==> src/rtl/sar_pkg.sv <==
package sar_pkg;
  localparam int LEN_W    = 6;
  localparam int SAMPLE_W = 32;
  localparam int POS_W    = $clog2(SAMPLE_W);

  typedef struct packed {
    logic [1:0] slotCode;
    logic [1:0] wordCode;
    logic       lsbFirst;
    logic       chainMode;
  } fmt_t;

  // Strobes from control to datapath for the bit sampled at this edge
  typedef struct packed {
    logic             capture;
    logic             clear;
    logic             finish;
    logic [LEN_W-1:0] bitIdx;
    logic [LEN_W-1:0] wordLen;
    logic             lsbFirst;
  } strb_t;

  function automatic logic [LEN_W-1:0] codeToLen(input logic [1:0] code);
    case (code)
      2'b01:   return LEN_W'(20);
      2'b10:   return LEN_W'(16);
      2'b11:   return LEN_W'(32);
      default: return LEN_W'(24);
    endcase
  endfunction
endpackage

==> src/rtl/sar_ctrl.sv <==
module sar_ctrl
  import sar_pkg::*;
#(
  parameter int MAX_CH = 8,
  localparam int CH_W = (MAX_CH > 1) ? $clog2(MAX_CH) : 1
) (
  input  logic            clk,
  input  logic            rst_n,
  input  logic            lrck,
  input  fmt_t            fmtIn,
  output strb_t           strb,
  output logic [CH_W-1:0] slotChan
);
  typedef enum logic [1:0] {ST_IDLE, ST_SLOT, ST_WAIT_FALL} state_t;

  state_t           state;
  logic             lrckQ;
  logic [LEN_W-1:0] bitCnt;
  logic [CH_W-1:0]  chan;
  fmt_t             fmt;

  logic             rise, fall, lastBit;
  logic [LEN_W-1:0] slotLen;

  assign rise    = lrck & ~lrckQ;
  assign fall    = ~lrck & lrckQ;
  assign slotLen = codeToLen(fmt.slotCode);
  assign lastBit = (state == ST_SLOT) && (bitCnt == slotLen - LEN_W'(1));

  always_ff @(posedge clk) begin
    if (!rst_n) begin
      state  <= ST_IDLE;
      lrckQ  <= 1'b0;
      bitCnt <= '0;
      chan   <= '0;
      fmt    <= '0;
    end else begin
      lrckQ <= lrck;
      if (rise) begin
        // frame start: latch format, channel 0 begins next bit
        fmt    <= fmtIn;
        state  <= ST_SLOT;
        bitCnt <= '0;
        chan   <= '0;
      end else begin
        case (state)
          ST_SLOT: begin
            if (!lastBit) begin
              bitCnt <= bitCnt + LEN_W'(1);
            end else begin
              bitCnt <= '0;
              if (fmt.chainMode) begin
                if (chan == CH_W'(MAX_CH - 1)) state <= ST_IDLE;
                else                           chan  <= chan + CH_W'(1);
              end else if (chan == '0) begin
                if (fall) chan  <= CH_W'(1);
                else      state <= ST_WAIT_FALL;
              end else begin
                state <= ST_IDLE;
              end
            end
          end
          ST_WAIT_FALL: begin
            if (fall) begin
              state  <= ST_SLOT;
              chan   <= CH_W'(1);
              bitCnt <= '0;
            end
          end
          default: ;
        endcase
      end
    end
  end

  always_comb begin
    strb.capture  = (state == ST_SLOT);
    strb.clear    = (state == ST_SLOT) && (bitCnt == '0);
    strb.finish   = lastBit;
    strb.bitIdx   = bitCnt;
    strb.wordLen  = codeToLen(fmt.wordCode);
    strb.lsbFirst = fmt.lsbFirst;
  end

  assign slotChan = chan;
endmodule

==> src/rtl/sar_datapath.sv <==
module sar_datapath
  import sar_pkg::*;
#(
  parameter int CH_W = 3
) (
  input  logic                clk,
  input  logic                rst_n,
  input  logic                sdata,
  input  strb_t               strb,
  input  logic [CH_W-1:0]     slotChan,
  output logic [SAMPLE_W-1:0] sampleOut,
  output logic [CH_W-1:0]     chanIdx,
  output logic                sampleValid
);
  logic [SAMPLE_W-1:0] acc, accNext;
  logic [POS_W-1:0]    pos;

  // each line bit goes straight to its MSB-aligned output position
  always_comb begin
    if (strb.lsbFirst)
      pos = POS_W'(SAMPLE_W - int'(strb.wordLen) + int'(strb.bitIdx));
    else
      pos = POS_W'(SAMPLE_W - 1 - int'(strb.bitIdx));
    accNext = strb.clear ? '0 : acc;
    if (strb.capture && (strb.bitIdx < strb.wordLen))
      accNext[pos] = sdata;
  end

  always_ff @(posedge clk) begin
    if (!rst_n) begin
      acc         <= '0;
      sampleOut   <= '0;
      chanIdx     <= '0;
      sampleValid <= 1'b0;
    end else begin
      acc         <= accNext;
      sampleValid <= strb.finish;
      if (strb.finish) begin
        sampleOut <= accNext;
        chanIdx   <= slotChan;
      end
    end
  end
endmodule

==> src/rtl/serial_audio_rx.sv <==
module serial_audio_rx
  import sar_pkg::*;
#(
  parameter int MAX_CH = 8,
  localparam int CH_W = (MAX_CH > 1) ? $clog2(MAX_CH) : 1
) (
  input  logic                clk,
  input  logic                rst_n,
  input  logic                lrck,
  input  logic                sdata,
  input  logic [1:0]          slotLenSel,
  input  logic [1:0]          wordLenSel,
  input  logic                lsbFirst,
  input  logic                chainStart,
  output logic [SAMPLE_W-1:0] sampleOut,
  output logic [CH_W-1:0]     chanIdx,
  output logic                sampleValid
);
  fmt_t            fmtIn;
  strb_t           ctrlStrb;
  logic [CH_W-1:0] slotChan;

  assign fmtIn = '{slotCode: slotLenSel, wordCode: wordLenSel,
                   lsbFirst: lsbFirst, chainMode: chainStart};

  sar_ctrl #(.MAX_CH(MAX_CH)) u_ctrl (
    .clk      (clk),
    .rst_n    (rst_n),
    .lrck     (lrck),
    .fmtIn    (fmtIn),
    .strb     (ctrlStrb),
    .slotChan (slotChan)
  );

  sar_datapath #(.CH_W(CH_W)) u_dp (
    .clk         (clk),
    .rst_n       (rst_n),
    .sdata       (sdata),
    .strb        (ctrlStrb),
    .slotChan    (slotChan),
    .sampleOut   (sampleOut),
    .chanIdx     (chanIdx),
    .sampleValid (sampleValid)
  );
endmodule

==> config.mk <==
export PLATFORM = sky130hd
export DESIGN_NAME = serial_audio_rx
export DESIGN_NICKNAME = d
export VERILOG_FILES = /design/src/rtl/sar_pkg.sv /design/src/rtl/sar_ctrl.sv /design/src/rtl/sar_datapath.sv /design/src/rtl/serial_audio_rx.sv
export SDC_FILE = /design/constraint.sdc
export NUM_CORES = 1
export LEC_CHECK = 0
export BUFFER_PORTS_ARGS = -buffer_cell sky130_fd_sc_hd__buf_2
export CAP_MARGIN = 20
export CELL_PAD_IN_SITES_DETAIL_PLACEMENT = 0
export CELL_PAD_IN_SITES_GLOBAL_PLACEMENT = 1
export CORE_MARGIN = 5
export CORE_UTILIZATION = 28
export CTS_CLUSTER_DIAMETER = 100
export DETAILED_ROUTE_END_ITERATION = 10
export GPL_TIMING_DRIVEN = 0
export PLACE_DENSITY = 0.6
export SKIP_CTS_REPAIR_TIMING = 1
export SYNTH_ARGS = -nofsm -noshare
export SYNTH_HDL_FRONTEND = slang
export SYNTH_SLANG_ARGS = --single-unit
==> constraint.sdc <==
create_clock -name clk -period 3.6 [get_ports clk]
set_clock_uncertainty 0.2 [all_clocks]
set_input_delay 0.36 -clock clk [delete_from_list [all_inputs] [get_ports clk]]
set_output_delay 0.36 -clock clk [all_outputs]
set_load 0.01 [all_outputs]
==> impl_metrics.csv <==
group,metric,value,unit
synth,ys.flop_type,"dfxtp_1",
die,num_rows,44,
placement,gp_congestion,0.862,
sta,slew_headroom,0.396,
die,io_pins,46,
sta,rsz0062_at_grt,"no",
sta,setup_viol,0,
synth,async_flop_share,0,
global_route,grt_pass1_wl,22.8,mm
cts,tritoncts,"yes",
final_layout,area_growth,17.5,%
setup_path,cp.required,3.61,ns
cts,htree_levels,3,
setup_path,cp-endpoint,"u_dp.sampleOut[5]$_SDFFE_PN0P_",
setup_path,crit_start,"u_ctrl.fmt[2]$_SDFFE_PN0P_",
min_path,worstHoldPathType,"in -> reg",
synth,syn_inst,478,
synth,synth-edff-count,0,
setup_path,reg2reg_to,"u_dp.sampleOut[5]$_SDFFE_PN0P_",
flow_run,drv_cap,0,
global_route,gr-usage-all-layers,0.163,
sta,fmax,0.325,GHz
die,dieArea,17500,µm²
die,die_h,132,µm
final_layout,seqCellArea,1720,µm²
final_layout,fin_util,0.337,
power,p_total,2.10,mW
setup_path,worstSetupEndpointType,"flip-flop",
setup_path,crit_arrival,3.09,ns
synth,syn-num-nets,500,
detailed_routing,drt_iter0_markers,270,
detailed_routing,dr_total_vias,4094,
detailed_routing,ant_nets,0,
run_status,outcome,"finished clean",
global_route,grt_max_degree,15,
detailed_routing,routedWlPerCell,20.1,µm
setup_path,crit_path_start_kind,"flip-flop",
die,initial_utilization,0.286,
setup_path,setup.worst_path.class,"reg -> reg",
final_layout,fillerInstances,1526,
cts,clock-root-buffer,"clkbuf_16",
cts,cts_buffers,9,
power,p_leak,1.81,nW
sta,hold_viol,0,
setup_path,reg2reg_from,"u_ctrl.fmt[2]$_SDFFE_PN0P_",
die,die_x,132,µm
min_path,min_from,"wordLenSel[0]",
placement,placed_cells,705,
sta,worstMarginPinSlew,0.896,ns
synth,syn_area,4180,µm²
global_route,overflow,0,
synth,syn_avg_cell_area,8.74,µm²
detailed_routing,drc_errors,0,
cts,clk_latency,0.35,ns
power,ir_worst_vdd,0.201,mV
sta,min_period,3.08,ns
synth,yosysWarnings,0,
final_layout,finalNetCount,554,
final_layout,n_antenna_cell,0,
cts,clk_pin_slew,0.06,ns
sta,tns,0,ns
detailed_routing,routed_wl,14.5,mm
placement,hpwl,10.3,mm
sta,slew_violations,0,
detailed_routing,drt_first_pass_iters,5,
sta,holdWs,0.0645,ns
sta,finalCritPeriodShare,0.856,
final_layout,multiInputGateArea,2260,µm²
detailed_routing,viasPerCell,5.68,
cts,cts_num_sinks,86,
global_route,antenna_found_initial,0,
final_layout,drive_above_1_share,0.173,
cts,cts.path.max_buffers,2,
placement,numPortBuffers,43,
final_layout,layout.cells.non_filler,721,
synth,ys_seq_elements,86,
setup_path,ff2ff_setup_slack,0.52,ns
synth,ys_seq_area_frac,0.412,
setup_path,cp_max_fo,10,
power,p_per_area,428,nW/µm²
synth,netlist-cell-type-count,65,
setup_path,worst-r2r-cell-count,8,
global_route,grt_pass1_vias,4042,
die,coreArea,14600,µm²
## kinds of logic (layout without fill, tap and decap cells)
| kind of cell | Yosys count | in the layout | share of synthesized area |
|---|---|---|---|
| compound gates | 182 | 182 | 0.293 |
| simple gates | 145 | 145 | 0.189 |
| flops | 86 | 86 | 0.412 |
| buf+inv | 45 | 104 | 0.0482 |
| fa+ha+maj | 12 | 12 | 0.0359 |
| mux | 7 | 7 | 0.0204 |
| xor+xnor | 1 | 1 | 0.00210 |
## synth_stat cells, types with 2 or more instances
library cell | n | area, µm²
dfxtp_1 | 86 | 1720
a21oi_1 | 44 | 220
nand2_1 | 37 | 139
a31oi_1 | 35 | 219
o21ai_0 | 34 | 170
o311ai_0 | 26 | 228
nand3_1 | 21 | 105
nand4_1 | 20 | 125
clkbuf_1 | 17 | 63.8
nor2_1 | 17 | 63.8
ha_1 | 12 | 150
buf_2 | 11 | 55.1
inv_1 | 11 | 41.3
nand2b_1 | 10 | 62.6
nor3_1 | 8 | 40.0
nor2b_1 | 7 | 43.8
o211ai_1 | 5 | 37.5
o21a_1 | 5 | 37.5
a211oi_1 | 4 | 30.0
and2_1 | 4 | 25.0
mux2i_1 | 4 | 40.0
buf_4 | 3 | 22.5
nand3b_1 | 3 | 22.5
o31ai_1 | 3 | 22.5
a21bo_2 | 2 | 20.0
a21o_1 | 2 | 15.0
a221o_1 | 2 | 20.0
a32o_1 | 2 | 20.0
and3_1 | 2 | 12.5
and4_1 | 2 | 17.5
mux2_2 | 2 | 22.5
nor3b_1 | 2 | 15.0
o22ai_1 | 2 | 12.5
or2_2 | 2 | 12.5
## per-stage QoR
step,setup WS [ns],instance area (µm²)
after floorplan,1.04,4180
after global placement,0.538,4620
after detailed placement,0.572,4620
after CTS,0.563,4910
after global routing,0.278,4910
final,0.519,4910
## placed cells by master (no fill, tap or decap), drive strengths merged, types with 3 or more instances in the layout
cell | synthesis | routed
nor3 | 8 | 8
a21oi | 45 | 45
o21a | 5 | 5
a211oi | 4 | 4
ha | 12 | 12
a31oi | 35 | 35
and2 | 4 | 4
o31ai | 5 | 5
nor2 | 18 | 18
dfxtp | 86 | 86
o211ai | 5 | 5
clkinv | 1 | 3
clkbuf | 17 | 29
buf | 15 | 58
nand3 | 21 | 21
inv | 12 | 13
o21ai | 36 | 36
nand2 | 37 | 37
nand4 | 20 | 20
nor2b | 7 | 7
nand2b | 10 | 10
nand3b | 3 | 3
o311ai | 27 | 27
mux2i | 5 | 5
## critical path, cell delays in order (launching register included)
cell and delay, ns:
dfxtp_1 0.34, or2_2 0.30, ha_1 0.34, nor2b_1 0.17, o211ai_1 0.31, clkbuf_1 0.42, nand3_1 0.24, o311ai_0 0.48
a31oi_1 0.14
## where the power goes
part           switching [mW]  internal [mW]
Sequential            0.00731          0.961
Clock                   0.398          0.509
Combinational           0.167         0.0585
Total                   0.573           1.53
## cell type report
| type | count | share of cell area |
|---|---|---|
| clock inverter | 4 | 0.00611 |
| buffer | 32 | 0.0311 |
| inverter | 13 | 0.00994 |
| timing repair buffer | 43 | 0.0438 |
| sequential | 86 | 0.351 |
| clock buffer | 12 | 0.0522 |
| multi-input combinational | 347 | 0.459 |
| tap | 184 | 0.0469 |
## per-layer routing
layer	global-route usage	wire length (µm)
met1	0.230	7050
met2	0.241	6270
met3	0.0321	842
met4	0.0707	352
met5	0	0
## registers in the layout (all words and copies together), names as in the netlist
| register | cells |
|---|---|
| u_dp.chanIdx | 3 |
| u_ctrl.bitCnt | 6 |
| u_dp.acc | 32 |
| u_ctrl.lrckQ | 1 |
| u_dp.sampleValid | 1 |
| u_ctrl.state | 2 |
| u_ctrl.slotChan | 3 |
| u_ctrl.strb | 1 |
| u_dp.sampleOut | 32 |
| u_ctrl.fmt | 5 |
## worst min-delay path by stage
stage,end,slack (ns),cells past startpoint
floorplan,u_ctrl.fmt[3]$_SDFFE_PN0P_,0.25,2
global placement,u_dp.chanIdx[2]$_SDFFE_PN0P_,0.28,2
detailed placement,u_dp.chanIdx[2]$_SDFFE_PN0P_,0.28,2
CTS,u_ctrl.fmt[2]$_SDFFE_PN0P_,0.05,3
global route,u_ctrl.fmt[2]$_SDFFE_PN0P_,0.06,3
finish,u_ctrl.fmt[2]$_SDFFE_PN0P_,0.06,3
Note: power is estimated with default switching activity, not from simulation.
